**src/rtl/wdg_pkg.sv**
```systemverilog
package wdg_pkg;

    localparam int REG_W     = 8;
    localparam int CNT_W     = 7;
    localparam int ARM_POS   = 7;
    localparam int ALARM_POS = 6;

    localparam logic [CNT_W-1:0] CNT_DEFAULT = {CNT_W{1'b1}};

    typedef struct packed {
        logic             armed;
        logic [CNT_W-1:0] count;
    } wdg_state_t;

    typedef enum logic [1:0] {
        UPD_HOLD,
        UPD_LOAD,
        UPD_STEP,
        UPD_CLEAR
    } wdg_upd_e;

    function automatic wdg_state_t state_default();
        wdg_state_t s;
        s.armed = 1'b0;
        s.count = CNT_DEFAULT;
        return s;
    endfunction

    function automatic logic [REG_W-1:0] to_reg(wdg_state_t s);
        return {s.armed, s.count};
    endfunction

    function automatic logic alarm_of(wdg_state_t s);
        return s.armed && !s.count[ALARM_POS];
    endfunction

endpackage

```
**src/rtl/wdg_prescaler.sv**
```systemverilog
module wdg_prescaler #(
    parameter int DIV = 16000
) (
    input  logic clk,
    input  logic rst,
    output logic tick
);
    localparam int PW = (DIV > 2) ? $clog2(DIV) : 1;
    localparam logic [PW-1:0] LAST = PW'(DIV - 1);

    logic [PW-1:0] phase_q;

    // Free-running: only the system reset restarts the phase.
    always_ff @(posedge clk) begin
        if (rst)
            phase_q <= '0;
        else if (phase_q == LAST)
            phase_q <= '0;
        else
            phase_q <= phase_q + 1'b1;
    end

    assign tick = (phase_q == LAST);

endmodule

```
**src/rtl/wdg_ctrl.sv**
```systemverilog
module wdg_ctrl
    import wdg_pkg::*;
(
    input  logic             clk,
    input  logic             rst,
    input  logic             tick,
    input  logic             wr_en,
    input  logic [REG_W-1:0] wr_data,
    input  logic             blocked,
    output wdg_state_t       state,
    output logic             fire
);
    wdg_state_t state_q;
    wdg_state_t state_d;
    wdg_upd_e   upd;

    assign fire = alarm_of(state_q);

    // Priority: fire clears, then a write loads, then a prescaler step.
    always_comb begin
        if (fire)
            upd = UPD_CLEAR;
        else if (wr_en && !blocked)
            upd = UPD_LOAD;
        else if (tick && state_q.armed)
            upd = UPD_STEP;
        else
            upd = UPD_HOLD;
    end

    always_comb begin
        state_d = state_q;
        unique case (upd)
            UPD_CLEAR: state_d = state_default();
            UPD_LOAD: begin
                state_d.armed = state_q.armed | wr_data[ARM_POS];
                state_d.count = wr_data[CNT_W-1:0];
            end
            UPD_STEP:  state_d.count = state_q.count - 1'b1;
            default:   state_d = state_q;
        endcase
    end

    always_ff @(posedge clk) begin
        if (rst)
            state_q <= state_default();
        else
            state_q <= state_d;
    end

    assign state = state_q;

endmodule

```
**src/rtl/wdg_pulse.sv**
```systemverilog
module wdg_pulse #(
    parameter int LEN = 16
) (
    input  logic clk,
    input  logic rst,
    input  logic start,
    output logic busy
);
    localparam int LW = $clog2(LEN + 1);

    logic [LW-1:0] left_q;

    always_ff @(posedge clk) begin
        if (rst)
            left_q <= '0;
        else if (start)
            left_q <= LW'(LEN);
        else if (left_q != '0)
            left_q <= left_q - 1'b1;
    end

    assign busy = (left_q != '0);

endmodule

```
**src/rtl/wdg_timer.sv**
```systemverilog
module wdg_timer
    import wdg_pkg::*;
#(
    parameter int PRESCALE_DIV = 16000,
    parameter int PULSE_LEN    = 16
) (
    input  logic       clk,
    input  logic       rst,
    input  logic       wr_en,
    input  logic [7:0] wr_data,
    output logic [7:0] rd_data,
    output logic       wdg_rst_o
);
    logic       tick;
    logic       fire;
    wdg_state_t state;

    wdg_prescaler #(.DIV(PRESCALE_DIV)) u_presc (
        .clk  (clk),
        .rst  (rst),
        .tick (tick)
    );

    wdg_ctrl u_ctrl (
        .clk     (clk),
        .rst     (rst),
        .tick    (tick),
        .wr_en   (wr_en),
        .wr_data (wr_data),
        .blocked (wdg_rst_o),
        .state   (state),
        .fire    (fire)
    );

    wdg_pulse #(.LEN(PULSE_LEN)) u_pulse (
        .clk   (clk),
        .rst   (rst),
        .start (fire),
        .busy  (wdg_rst_o)
    );

    assign rd_data = to_reg(state);

endmodule

```
**config.mk**
```make
export PLATFORM = sky130hd
export DESIGN_NAME = wdg_timer
export DESIGN_NICKNAME = d
export VERILOG_FILES = /design/src/rtl/wdg_pkg.sv /design/src/rtl/wdg_prescaler.sv /design/src/rtl/wdg_ctrl.sv /design/src/rtl/wdg_pulse.sv /design/src/rtl/wdg_timer.sv
export SDC_FILE = /design/constraint.sdc
export NUM_CORES = 1
export LEC_CHECK = 0
export BUFFER_PORTS_ARGS = -buffer_cell sky130_fd_sc_hd__buf_4
export CORE_UTILIZATION = 35
export CTS_BUF_LIST = sky130_fd_sc_hd__clkbuf_8
export DETAILED_ROUTE_END_ITERATION = 7
export GPL_TIMING_DRIVEN = 0
export MAX_ROUTING_LAYER = met4
export SLEW_MARGIN = 20
export SYNTH_ARGS = -nofsm -noshare
export SYNTH_HDL_FRONTEND = slang
export SYNTH_HIERARCHICAL = 1
export SYNTH_SLANG_ARGS = --single-unit
```
**constraint.sdc**
```tcl
create_clock -name clk -period 2 [get_ports clk]
set_clock_uncertainty 0.05 [all_clocks]
set_input_delay 0.1 -clock clk [delete_from_list [all_inputs] [get_ports clk]]
set_output_delay 0.1 -clock clk [all_outputs]
set_load 0.1 [all_outputs]
```
# After elaboration in Yosys (flattened, before gate mapping)
# Cells that the tools add are included.
dict set report totals {
  wordCells 31
  ff_bits 27
  out_inout_bits 9
}
dict set report classes {
  bitwise_logic 1
  n_eq_ne 4
  mux 7
  n_addsub 3
  n_reduce_logical 11
}
# cell count
set ops {}
lappend ops {{$pmux W7 S3} 1}
lappend ops {{$add A14 B1 Y14 const B} 1}
lappend ops {{$eq A14 B14 Y1 const B} 1}
lappend ops {{$mux W5} 2}
lappend ops {{$sub A7 B1 Y7 const B} 1}
lappend ops {{$mux W2} 3}
lappend ops {{$reduce_bool A5 Y1} 1}
lappend ops {{$sub A5 B1 Y5 const B} 1}
lappend ops {{$eq A2 B2 Y1 const B} 2}
lappend ops {{$reduce_bool A2 Y1} 2}
lappend ops {{$reduce_or A2 Y1} 2}
lappend ops {{$logic_and A1 B1 Y1} 3}
lappend ops {{$reduce_bool A3 Y1} 1}
lappend ops {{$eq A2 B1 Y1 const B} 1}
lappend ops {{$logic_not A1 Y1} 2}
lappend ops {{$pmux W1 S2} 1}
lappend ops {{$or A1 B1 Y1} 1}

# Logic depth before layout (Yosys ltp)
# Gate-level depths: netlist of the first run.
dict set report depth {
  word_depth 7
  depth_mapped 9
}

# By module
# The synthesis of the first run kept the hierarchy.
# module cells_per_inst area_each_um2 seq_area_each_um2 n_inst
set by_module_without_submodules {}
lappend by_module_without_submodules {wdg_prescaler 66 620.6 280.3 1}
lappend by_module_without_submodules {wdg_ctrl 60 509.2 160.2 1}
lappend by_module_without_submodules {wdg_pulse 24 222.7 100.1 1}

# Least setup slack after synthesis of the first run
# No wires, ideal clock.
dict set report synth_timing {
  kind {flip-flop to flip-flop}
  start {register u_pulse.left_q[0]}
  end {register u_ctrl.state_q (netlist bit u_ctrl/state[5])}
  slack_ps -538
  path_stages_with_launch 10
  required_ps 1823
  t_arrival_ps 2361
  cell_sequence {dfxtp_1 inv_1 ha_1 or4b_1 clkbuf_2 nand2b_1 buf_4 nor3_4 a2111oi_2 or3_1}
}
dict set report synth_between {
  elab_chain_cells 7
}
# element line_no
set synth_lines {}
lappend synth_lines {{from (decl)} wdg_pulse.sv:11} ;# logic [LW-1:0] left_q;
lappend synth_lines {{from (signal assigned)} wdg_pulse.sv:17} ;# left_q <= LW'(LEN);
lappend synth_lines {{from (signal assigned)} wdg_pulse.sv:19} ;# left_q <= left_q - 1'b1;
lappend synth_lines {{$reduce_bool A5 Y1 *} wdg_pulse.sv:22} ;# assign busy = (left_q != '0);
lappend synth_lines {{via wdg_rst_o} wdg_timer.sv:12} ;# output logic wdg_rst_o
lappend synth_lines {{$logic_not A1 Y1 *} wdg_ctrl.sv:23} ;# else if (wr_en && !blocked)
lappend synth_lines {{$logic_and A1 B1 Y1 *} wdg_ctrl.sv:23}
lappend synth_lines {{$mux W2 *} wdg_ctrl.sv:23}
lappend synth_lines {{$mux W2 *} wdg_ctrl.sv:21} ;# if (fire)
lappend synth_lines {{$eq A2 B2 Y1 / $eq A2 B1 Y1 (equally long branches)} wdg_ctrl.sv:33} ;# unique case (upd)
lappend synth_lines {{$pmux W7 S3 / $reduce_bool A3 Y1 (equally long branches)} n/a}
lappend synth_lines {{to (signal assigned)} wdg_ctrl.sv:46} ;# state_q <= state_default();
lappend synth_lines {{to (signal assigned)} wdg_ctrl.sv:48} ;# state_q <= state_d;
lappend synth_lines {{to (decl)} wdg_ctrl.sv:13} ;# wdg_state_t state_q;
# Mark *: on every way through the listed nets, which the timed path passes. The rest lies on a longest branch.
# A chain may end at the register's enable or synchronous reset.

# Worst setup path in the final report of the first run
dict set report layout_timing {
  start {register u_pulse.left_q[0]}
  end {register u_ctrl.state_q (netlist bit u_ctrl/state[5])}
}
dict set report layout_between {
  elab_chain_cells 7
}
# element line_no
set layout_lines {}
lappend layout_lines {{$reduce_bool A5 Y1 *} wdg_pulse.sv:22}
lappend layout_lines {{$logic_not A1 Y1 *} wdg_ctrl.sv:23}
lappend layout_lines {{$logic_and A1 B1 Y1 *} wdg_ctrl.sv:23}
lappend layout_lines {{$mux W2 *} wdg_ctrl.sv:23}
lappend layout_lines {{$mux W2 *} wdg_ctrl.sv:21}
lappend layout_lines {{$eq A2 B2 Y1 / $eq A2 B1 Y1 (equally long branches)} wdg_ctrl.sv:33}
lappend layout_lines {{$pmux W7 S3 / $reduce_bool A3 Y1 (equally long branches)} n/a}
# Every way passes the cells marked *; elsewhere a longest branch is shown, timed or not.

==> out/results.ini, run 1 <==
[clock_network]
cts.path.max_buffers = 2
clk_latency_ns = 0.27
clk_pin_slew_ns = 0.09
cts_tree = done
cts-root-buf = clkbuf_8
cts.sinks = 27
htreeDepth = 1
cts_buffers = 3

[finish]
drive_above_1_share_pct = 44.2
nets = 205
antenna_cells = 0
mostFrequentLayoutCell = buf_4
fillers = 362
layout_common_cells = 37 x buf_4, 24 x nor2_1, 16 x dfxtp_2
area_growth_pct = 35.9

[synth]
synthTopCellsByArea = dfxtp_1 40%, xnor2_1 8.4%, nor2_1 6.7%, nor3_1 4.1%, ha_1 2.8%
async_flop_share_pct = 0
avgSynthCellArea_um2 = 9.02
synth_fp_nets = 164
synth_top_area_cell = dfxtp_1
seq_area_frac_synth_pct = 40.0
synth_edf_count = 0
syn_area_um2 = 1350
synthCells = 150
dominantRegCellSynth = dfxtp_1
ys_types = 41
synth.yosys.warnings = 6
yosysTopAreaCellShare_pct = 40.0
ys_ff_latch = 27

[worst_setup_path]
regToRegStartpoint = u_pulse/left_q[0]
rrSetupSlack_ns = 0.006
reg2regPathDepth = 7
crit_end = u_ctrl/state[5]
cp_max_fo = 4
crit_start = u_pulse/left_q[0]
critPathKind = flop to flop
cp-end-kind = flop
cp.arrival_ns = 2.11
r2r-end = u_ctrl/state[5]
startpoint_type = flop
required_ns = 2.11

[power]
power.density_nw_per_um2 = 1170
ir_drop_v = 0.000525
power.switching_w = 0.000937
leakagePower_nw = 0.747
p_int_w = 0.00121
switching_share_pct = 43.7
comb_power_share_pct = 52.4
power_w = 0.00214
power_frac_clock_pct = 14.0
p_seq_share_pct = 33.6

[flow_run]
cap_violations = 0

[placement]
place.gp.congestion = 0.751
hpwl_um = 1950
io_buffer_count = 19

[die]
coreArea_um2 = 3690
ios = 20
die_w_um = 64.2
fp-row-count = 22
initial_utilization_pct = 36.7
dieArea_um2 = 4120
die_h_um = 64.2

[drt]
drtIter0Drc = 57
vias_per_cell = 4.92
vias = 1171
detail_route.wl_per_cell_um = 12.4
first_pass_iters = 4
route.detailed.drc = 0
postRouteAntennaNets = 0
routed_wl_um = 2960

[timing]
period_minus_slack_ns = 1.99
hold_viol = 0
finalCritPeriodShare_pct = 99.7
rsz0062_at_grt = true
fmax_ghz = 0.501
finalSetupViolCount = 0
tightest_slew_ns = 0.461
whs_ns = 0.0192
slew-limit-headroom_pct = 69.2
maxSlewViolCount = 0

[grt]
grt_usage_pct = 15.1
grt_pass1_vias = 1115
grt_pass1_wl_um = 4880
grt-ovfl-total = 0
antenna_found_initial = 0
grt_start_max_net_pins = 16

[status]
outcome = completed

[min_path]
hold_class = primary input to flop

[per-stage QoR]
| step | util, % | worst slack [ns] | instance area (um2) | TNS [ns] | cells |
|---|---|---|---|---|---|
| 2_1_floorplan | - | -0.246 | 1420 | -0.328 | 150 |
| 3_3_place_gp | 44.1 | -0.198 | 1630 | -0.376 | 217 |
| 3_5_place_dp | 44.1 | -0.237 | 1630 | -0.588 | 217 |
| 4_1_cts | 47.2 | -0.0302 | 1740 | -0.0302 | 230 |
| 5_1_grt | 49.8 | -0.0867 | 1840 | -0.170 | 238 |
| 6_report | 49.8 | 0.00581 | 1840 | 0 | 238 |
[critical path: stages, from the launching register on]
cell,delay [ns]
dfxtp_2,0.33
inv_2,0.06
ha_4,0.13
or4b_4,0.48
nand2b_4,0.18
nor3_4,0.21
a311oi_1,0.06
or3_1,0.37
[state kept, by name, indices dropped and copies added (netlist names)]
register         flops
u_ctrl/state         8
u_presc/phase_q     14
u_pulse/left_q       5
[power groups by stage]
stage          Clock, W  Sequential [W]  Combinational (W)
2_1_floorplan         0        0.000952           0.000701
3_3_place_gp          0        0.000721            0.00109
3_5_place_dp          0        0.000728            0.00111
4_1_cts        0.000317        0.000714            0.00108
5_1_grt        0.000339        0.000731            0.00120
6_report       0.000300        0.000720            0.00112
[Yosys cell counts, drive strengths merged (2+ instances only)]
library cell / n
or3b: 2
a31oi: 3
buf: 3
nor4: 5
xnor2: 13
or2: 2
a21o: 3
nand2b: 2
nor3: 13
nand3: 6
nand4: 3
inv: 8
nand2: 9
nor2: 27
a21oi: 2
a2111oi: 2
dfxtp: 27
o21bai: 3
xor2: 2
ha: 3
[per-layer routing]
metal,vias up,track usage [%],wire length [um]
li1,599,-,-
met1,551,17.3,1330
met4,0,3.33,14
met3,2,3.39,90
met2,19,26.9,1520
met5,-,-,0
[timing repair]
| action | 4_1_cts | 5_1_grt |
|---|---|---|
| gates resized for setup | 6 | 13 |
| hold buffers | 1 | 0 |
| buffers inserted | 9 | 9 |
| hold endpoints to repair | 1 | 0 |
| setup endpoints to repair | 6 | 6 |
| pin swaps | 5 | 10 |
[cell type report]
type                            instances  area [um2]  share of cell area (%)
Multi-Input combinational cell        111         832                    45.3
Sequential cell                        27         561                    30.5
Timing Repair Buffer                   38         288                    15.7
Tap cell                               48        60.1                    3.27
Clock buffer                            3        41.3                    2.25
Inverter                                8        30.0                    1.63
Buffer                                  2        22.5                    1.23
Clock inverter                          1        3.75                   0.204
[cell families after synthesis]
group | share of synthesized area [%]
buffers and inverters | 4.81
and+or+nand+nor | 31.6
muxes | 0.833
xor gates and xnor gates | 9.71
DFF | 40.0
adders and majority gates | 2.78
AOI/OAI and AO/OA | 10.3
[how the worst min path moves through the flow]
stage / startpoint / endpoint / slack [ns] / cells after the start
CTS: wr_data[7] / u_ctrl/state[7] / 0.02 / 3
detailed placement: wr_data[6] / u_ctrl/state[6] / 0.25 / 3
global placement: wr_data[6] / u_ctrl/state[6] / 0.25 / 3
global route: wr_data[7] / u_ctrl/state[7] / 0.008 / 3
finish: wr_data[7] / u_ctrl/state[7] / 0.02 / 3
floorplan: rst / u_pulse/left_q[1] / 0.11 / 1
(Power assumes the default switching activity.)
==> inputs of run 2 (changes only) <==
==> constraint.sdc (replaced) <==
create_clock -name clk -period 2 [get_ports clk]
set_clock_uncertainty 0.05 [all_clocks]
set_input_delay 0.1 -clock clk [delete_from_list [all_inputs] [get_ports clk]]
set_output_delay 0.1 -clock clk [all_outputs]
set_load 0.01 [all_outputs]
==> run 2 against run 1 <==
  * Combinational power is 27% lower
  * Worst setup slack better by 0.031 ns
  * Sequential share of layout area is 0.11 points lower
  * Routed wire length is 2.8% higher
  * Critical path type unchanged
  * Highest routed layer unchanged
  * Core utilization is 0.27 points lower
  * Critical endpoint is now u_ctrl/state[1]
==> out/results.ini, run 2 (synthesized netlist as in run 1, its figures left out) <==
[power]
power.switching_w = 0.000614  ; -35%
power_frac_clock_pct = 16.4  ; +2.4 points
p_int_w = 0.00122  ; +1.3%
comb_power_share_pct = 44.7  ; -7.7 points
power.density_nw_per_um2 = 1000  ; -14%
p_seq_share_pct = 38.9  ; +5.3 points
ir_drop_v = 0.000443  ; -16%
leakagePower_nw = 0.743  ; -0.63%
switching_share_pct = 33.4  ; -10 points

[worst_setup_path]
cp_max_fo = 7  ; +3
regToRegStartpoint = u_pulse/left_q[0]
critPathKind = flop to flop
crit_start = u_pulse/left_q[0]
cp-end-kind = flop
required_ns = 2.18  ; +0.07 ns
startpoint_type = flop
cp.arrival_ns = 2.14  ; +0.03 ns

[finish]
mostFrequentLayoutCell = buf_4
drive_above_1_share_pct = 41.4  ; -2.8 points
nets = 201  ; -2.0%
layout_common_cells = 31 x buf_4, 24 x nor2_1, 15 x dfxtp_1
antenna_cells = 0  ; unchanged
largest_register_ffs = 14  ; unchanged
final_util_pct = 49.6  ; -0.27 points
area_growth_pct = 35.2
largest_register = u_presc/phase_q
fillers = 377  ; +4.1%

[drt]
first_pass_iters = 4  ; unchanged
detail_route.wl_per_cell_um = 13.0  ; +4.6%
routed_wl_um = 3040  ; +2.8%
vias = 1184  ; +1.1%
drtIter0Drc = 74  ; +30%
vias_per_cell = 5.06  ; +2.8%
postRouteAntennaNets = 0  ; unchanged
route.detailed.drc = 0  ; unchanged

[placement]
io_buffer_count = 19  ; unchanged
place.gp.congestion = 0.796  ; +6.0%
hpwl_um = 1990  ; +2.1%

[clock_network]
cts_buffers = 3  ; unchanged
htreeDepth = 1  ; unchanged
cts.sinks = 27  ; unchanged
cts.path.max_buffers = 2  ; unchanged
clk_pin_slew_ns = 0.09  ; about the same
clk_latency_ns = 0.27  ; about the same
cts-root-buf = clkbuf_8
cts_tree = done

[status]
outcome = completed

[die]
die_w_um = 64.2  ; unchanged
die_h_um = 64.2  ; unchanged
dieArea_um2 = 4120  ; unchanged
ios = 20  ; unchanged
initial_utilization_pct = 36.7  ; unchanged
coreArea_um2 = 3690  ; unchanged
fp-row-count = 22  ; unchanged

[grt]
grt_pass1_vias = 1197  ; +7.4%
grt_pass1_wl_um = 5110  ; +4.7%
grt_usage_pct = 16.3  ; +1.2 points
antenna_found_initial = 0  ; unchanged
grt_start_max_net_pins = 16  ; unchanged
grt-ovfl-total = 0  ; unchanged

[timing]
finalSetupTns_ns = 0  ; unchanged
maxSlewViolCount = 0  ; unchanged
hold_viol = 0  ; unchanged
fmax_ghz = 0.509  ; +1.6%
finalSetupViolCount = 0  ; unchanged
tightest_slew_ns = 0.386  ; -0.0749 ns
period_minus_slack_ns = 1.96  ; -0.0312 ns
rsz0062_at_grt = true
slew-limit-headroom_pct = 74.0  ; +4.8 points
finalCritPeriodShare_pct = 98.2  ; -1.6 points

[min_path]
min-delay-start = wr_data[7]
hold_class = primary input to flop

[flow_run]
cap_violations = 0  ; unchanged

[run 2: final cells by class]
| type | count | area [um2] | share of cell area, % |
|---|---|---|---|
| sequential | 27 | 556 | 30.4 |
| inverter | 8 | 30.0 | 1.64 |
| multi-input combinational | 111 | 841 | 46.0 |
| buffer | 2 | 22.5 | 1.23 |
| timing repair buffer | 34 | 274 | 15.0 |
| tap | 48 | 60.1 | 3.29 |
| clock buffer | 3 | 41.3 | 2.26 |
| clock inverter | 1 | 3.75 | 0.205 |
[run 2: timing repair]
action                                  CTS  global route
endpoints found under the setup margin    6             6
pin swaps                                10             7
resized for setup                         8            16
hold buffers                              1             0
hold endpoints to repair                  1             0
buffers inserted                         14             0
gates cloned                              0             0
[run 2: worst paths after layout]
check | to | slack [ns] | cells after the start
worst min register to register | u_presc/phase_q[0] | 0.40 | 1
worst max-delay path | u_ctrl/state[1] | 0.04 | 8
worst max register to register | u_ctrl/state[1] | 0.04 | 8
worst min-delay path | u_ctrl/state[7] | 0.02 | 3
[run 2: worst max-delay path, cell delays in order (launching register included)]
cell and delay, ns:
dfxtp_2 0.34, inv_2 0.06, ha_4 0.13, or4b_4 0.46, and2b_4 0.32, nor2_4 0.08
buf_6 0.12, a221oi_2 0.25, or2_1 0.12
[run 2: stage by stage]
step           power, W  area (um2)  setup WS, ns  instances  hold WS, ns
2_1_floorplan   0.00122        1390        -0.125        150        0.111
3_3_place_gp    0.00138        1590        -0.171        217        0.257
3_5_place_dp    0.00141        1590        -0.234        217        0.259
4_1_cts         0.00185        1790       -0.0585        235      0.00764
5_1_grt         0.00196        1830       -0.0491        234       0.0406
6_report        0.00184        1830        0.0370        234       0.0155
[run 2: power by group through the flow]
stage / registers, W / logic [W] / clock network (W)
global route: 0.000729 / 0.000893 / 0.000342
CTS: 0.000702 / 0.000829 / 0.000314
global placement: 0.000714 / 0.000668 / 0
detailed placement: 0.000717 / 0.000689 / 0
finish: 0.000714 / 0.000821 / 0.000301
floorplan: 0.000717 / 0.000502 / 0
[run 2: layer usage]
layer	global-route usage, %	share of wire [%]
met5	-	0
met2	29.5	53
met1	17.9	43
met3	3.93	3.1
met4	3.89	0.82
==> inputs of run 3 (changes only) <==
--- a/config.mk
+++ b/config.mk
@@ -10,6 +10,7 @@
 export CTS_BUF_LIST = sky130_fd_sc_hd__clkbuf_8
 export DETAILED_ROUTE_END_ITERATION = 7
 export GPL_TIMING_DRIVEN = 0
+export HOLD_SLACK_MARGIN = 0.03
 export MAX_ROUTING_LAYER = met4
 export SLEW_MARGIN = 20
 export SYNTH_ARGS = -nofsm -noshare
==> run 3 against run 2 <==
  * Critical path depth did not move
  * Die area did not move
  * Sequential power barely moved
  * Largest power group unchanged
  * Highest routed layer unchanged
==> out/results.ini, run 3 (synthesized netlist as in run 1, its figures left out) <==
[status]
outcome = completed

[worst_setup_path]
regToRegStartpoint = u_pulse/left_q[0]
rrSetupSlack_ns = 0.04  ; about the same
required_ns = 2.18  ; about the same
reg2regPathDepth = 8  ; unchanged
crit_chain = inv_2 -> ha_4 -> or4b_4 -> and2b_4 -> nor2_4 -> buf_6 -> a221oi_2 -> or2_1
slowest_stage = or4b_4
cp-end-kind = flop
critPathKind = flop to flop
cp_slowest_stage_delay_ns = 0.46  ; about the same
cp.arrival_ns = 2.14  ; about the same
cp_max_fo = 7  ; unchanged
crit_start = u_pulse/left_q[0]
startpoint_type = flop
r2r-end = u_ctrl/state[1]

[drt]
routed_wl_um = 3090  ; +1.5%
route.detailed.drc = 0  ; unchanged
drtIter0Drc = 75  ; +1.4%
postRouteAntennaNets = 0  ; unchanged
dr_wl_met3_um = 88  ; -6.4%
detail_route.wl_per_cell_um = 13.1  ; +0.69%
vias_per_cell = 5.08  ; +0.41%
vias = 1199  ; +1.3%
drt-met1-wl_um = 1330  ; +1.9%
first_pass_iters = 4  ; unchanged
wl_met2_um = 1650  ; +2.4%
top_layer = met4

[power]
power.density_nw_per_um2 = 996  ; -0.80%
power_w = 0.00184  ; +0.28%
leakagePower_nw = 0.751  ; +1.1%
ir_drop_v = 0.000443  ; about the same

[clock_network]
clk_pin_slew_ns = 0.09  ; about the same
cts.sinks = 27  ; unchanged
clk_latency_ns = 0.27  ; about the same
cts_buffers = 3  ; unchanged
cts_tree = done
cts.path.max_buffers = 2  ; unchanged
cts-root-buf = clkbuf_8
htreeDepth = 1  ; unchanged

[min_path]
hold_class = primary input to flop
hold_path_depth = 2  ; -1
min-delay-start = rst
holdPathEnd = u_pulse/left_q[1]

[finish]
multi_input_area_um2 = 841  ; unchanged
nets = 203  ; +1.0%
layout_common_cells = 31 x buf_4, 24 x nor2_1, 15 x dfxtp_1
stdcell_area_um2 = 1850  ; +1.1%
regArea_um2 = 556  ; unchanged
fillers = 373  ; -1.1%
largest_register_ffs = 14  ; unchanged
drive_above_1_share_pct = 41.0  ; -0.44 points
antenna_cells = 0  ; unchanged
area_growth_pct = 36.6
largest_register = u_presc/phase_q
mostFrequentLayoutCell = buf_4

[die]
fp-row-count = 22  ; unchanged
initial_utilization_pct = 36.7  ; unchanged
die_h_um = 64.2  ; unchanged
ios = 20  ; unchanged
dieArea_um2 = 4120  ; unchanged
die_w_um = 64.2  ; unchanged
coreArea_um2 = 3690  ; unchanged

[grt]
antenna_found_initial = 0  ; unchanged
grt_start_max_net_pins = 16  ; unchanged
grt_pass1_vias = 1207  ; +0.84%
grt-ovfl-total = 0  ; unchanged
grt_pass1_wl_um = 5130  ; +0.39%
grt_usage_pct = 16.4  ; +0.077 points

[placement]
place.gp.congestion = 0.796  ; unchanged
hpwl_um = 1990  ; unchanged
dpl_cell_area_um2 = 1590  ; unchanged
io_buffer_count = 19  ; unchanged

[timing]
hold_viol = 0  ; unchanged
slew-limit-headroom_pct = 74.0  ; unchanged
period_minus_slack_ns = 1.96  ; -0.000462 ns
maxSlewViolCount = 0  ; unchanged
finalSetupViolCount = 0  ; unchanged
fmax_ghz = 0.510  ; about the same
finalCritPeriodShare_pct = 98.1  ; about the same
tightest_slew_ns = 0.386  ; unchanged
rsz0062_at_grt = true

[flow_run]
cap_violations = 0  ; unchanged

==> run 3: area by class of cell <==
type | count | share of cell area (%)
multi-input cells | 111 | 45.5
flip-flops and latches | 27 | 30.1
plain buffers | 2 | 1.22
clock buffers | 3 | 2.23
well taps | 48 | 3.25
clock inverters | 1 | 0.203
inverters | 8 | 1.62
repair buffers | 36 | 15.9
==> run 3: worst max-delay path by stage <==
stage	slack [ns]	end	cells past startpoint
after floorplan	-0.12	u_ctrl/state[5]	9
after detailed placement	-0.23	u_ctrl/state[5]	7
final	0.04	u_ctrl/state[1]	8
after global placement	-0.17	u_ctrl/state[5]	7
after CTS	-0.06	u_ctrl/state[5]	6
after global routing	-0.05	u_ctrl/state[1]	8
==> run 3: power by group <==
part	leakage [nW]	internal (W)	switching, W
combinational	0.499	0.000466	0.000359
sequential	0.225	0.000621	0.0000936
clock	0.0269	0.000138	0.000163
total	0.751	0.00122	0.000616
==> run 3: repair_timing <==
item                       4_1_cts  5_1_grt
hold endpoints to repair         3        0
resized for setup                8       16
pin swaps                       10        7
setup buffers                   14        0
cloned                           0        0
hold buffers                     3        0
setup endpoints to repair        6        6
==> run 3: metrics by stage <==
step	setup WS [ns]	util [%]	TNS (ns)	std cells	hold slack, ns
after floorplan	-0.125	-	-0.125	150	0.111
after global placement	-0.171	43.1	-0.285	217	0.257
after detailed placement	-0.234	43.1	-0.542	217	0.259
after CTS	-0.0585	48.9	-0.105	237	0.0573
after global routing	-0.0491	50.1	-0.0839	236	0.0583
final	0.0374	50.1	0	236	0.0588
==> run 3: critical path, delay by kind of cell, from the launching register on <==
kind / cells / cell delay (ns)
AND/OR/NAND/NOR: 4 / 0.98
flip-flops: 1 / 0.34
AO/OA/AOI/OAI: 1 / 0.24
buffers and inverters: 2 / 0.18
adder cells (fa/ha/maj): 1 / 0.13
==> run 3: routing by layer <==
layer / vias up / global-route usage (%)
li1: 598 / -
met2: 15 / 29.7
met3: 2 / 3.93
met5: - / -
met4: 0 / 4.17
met1: 584 / 17.9
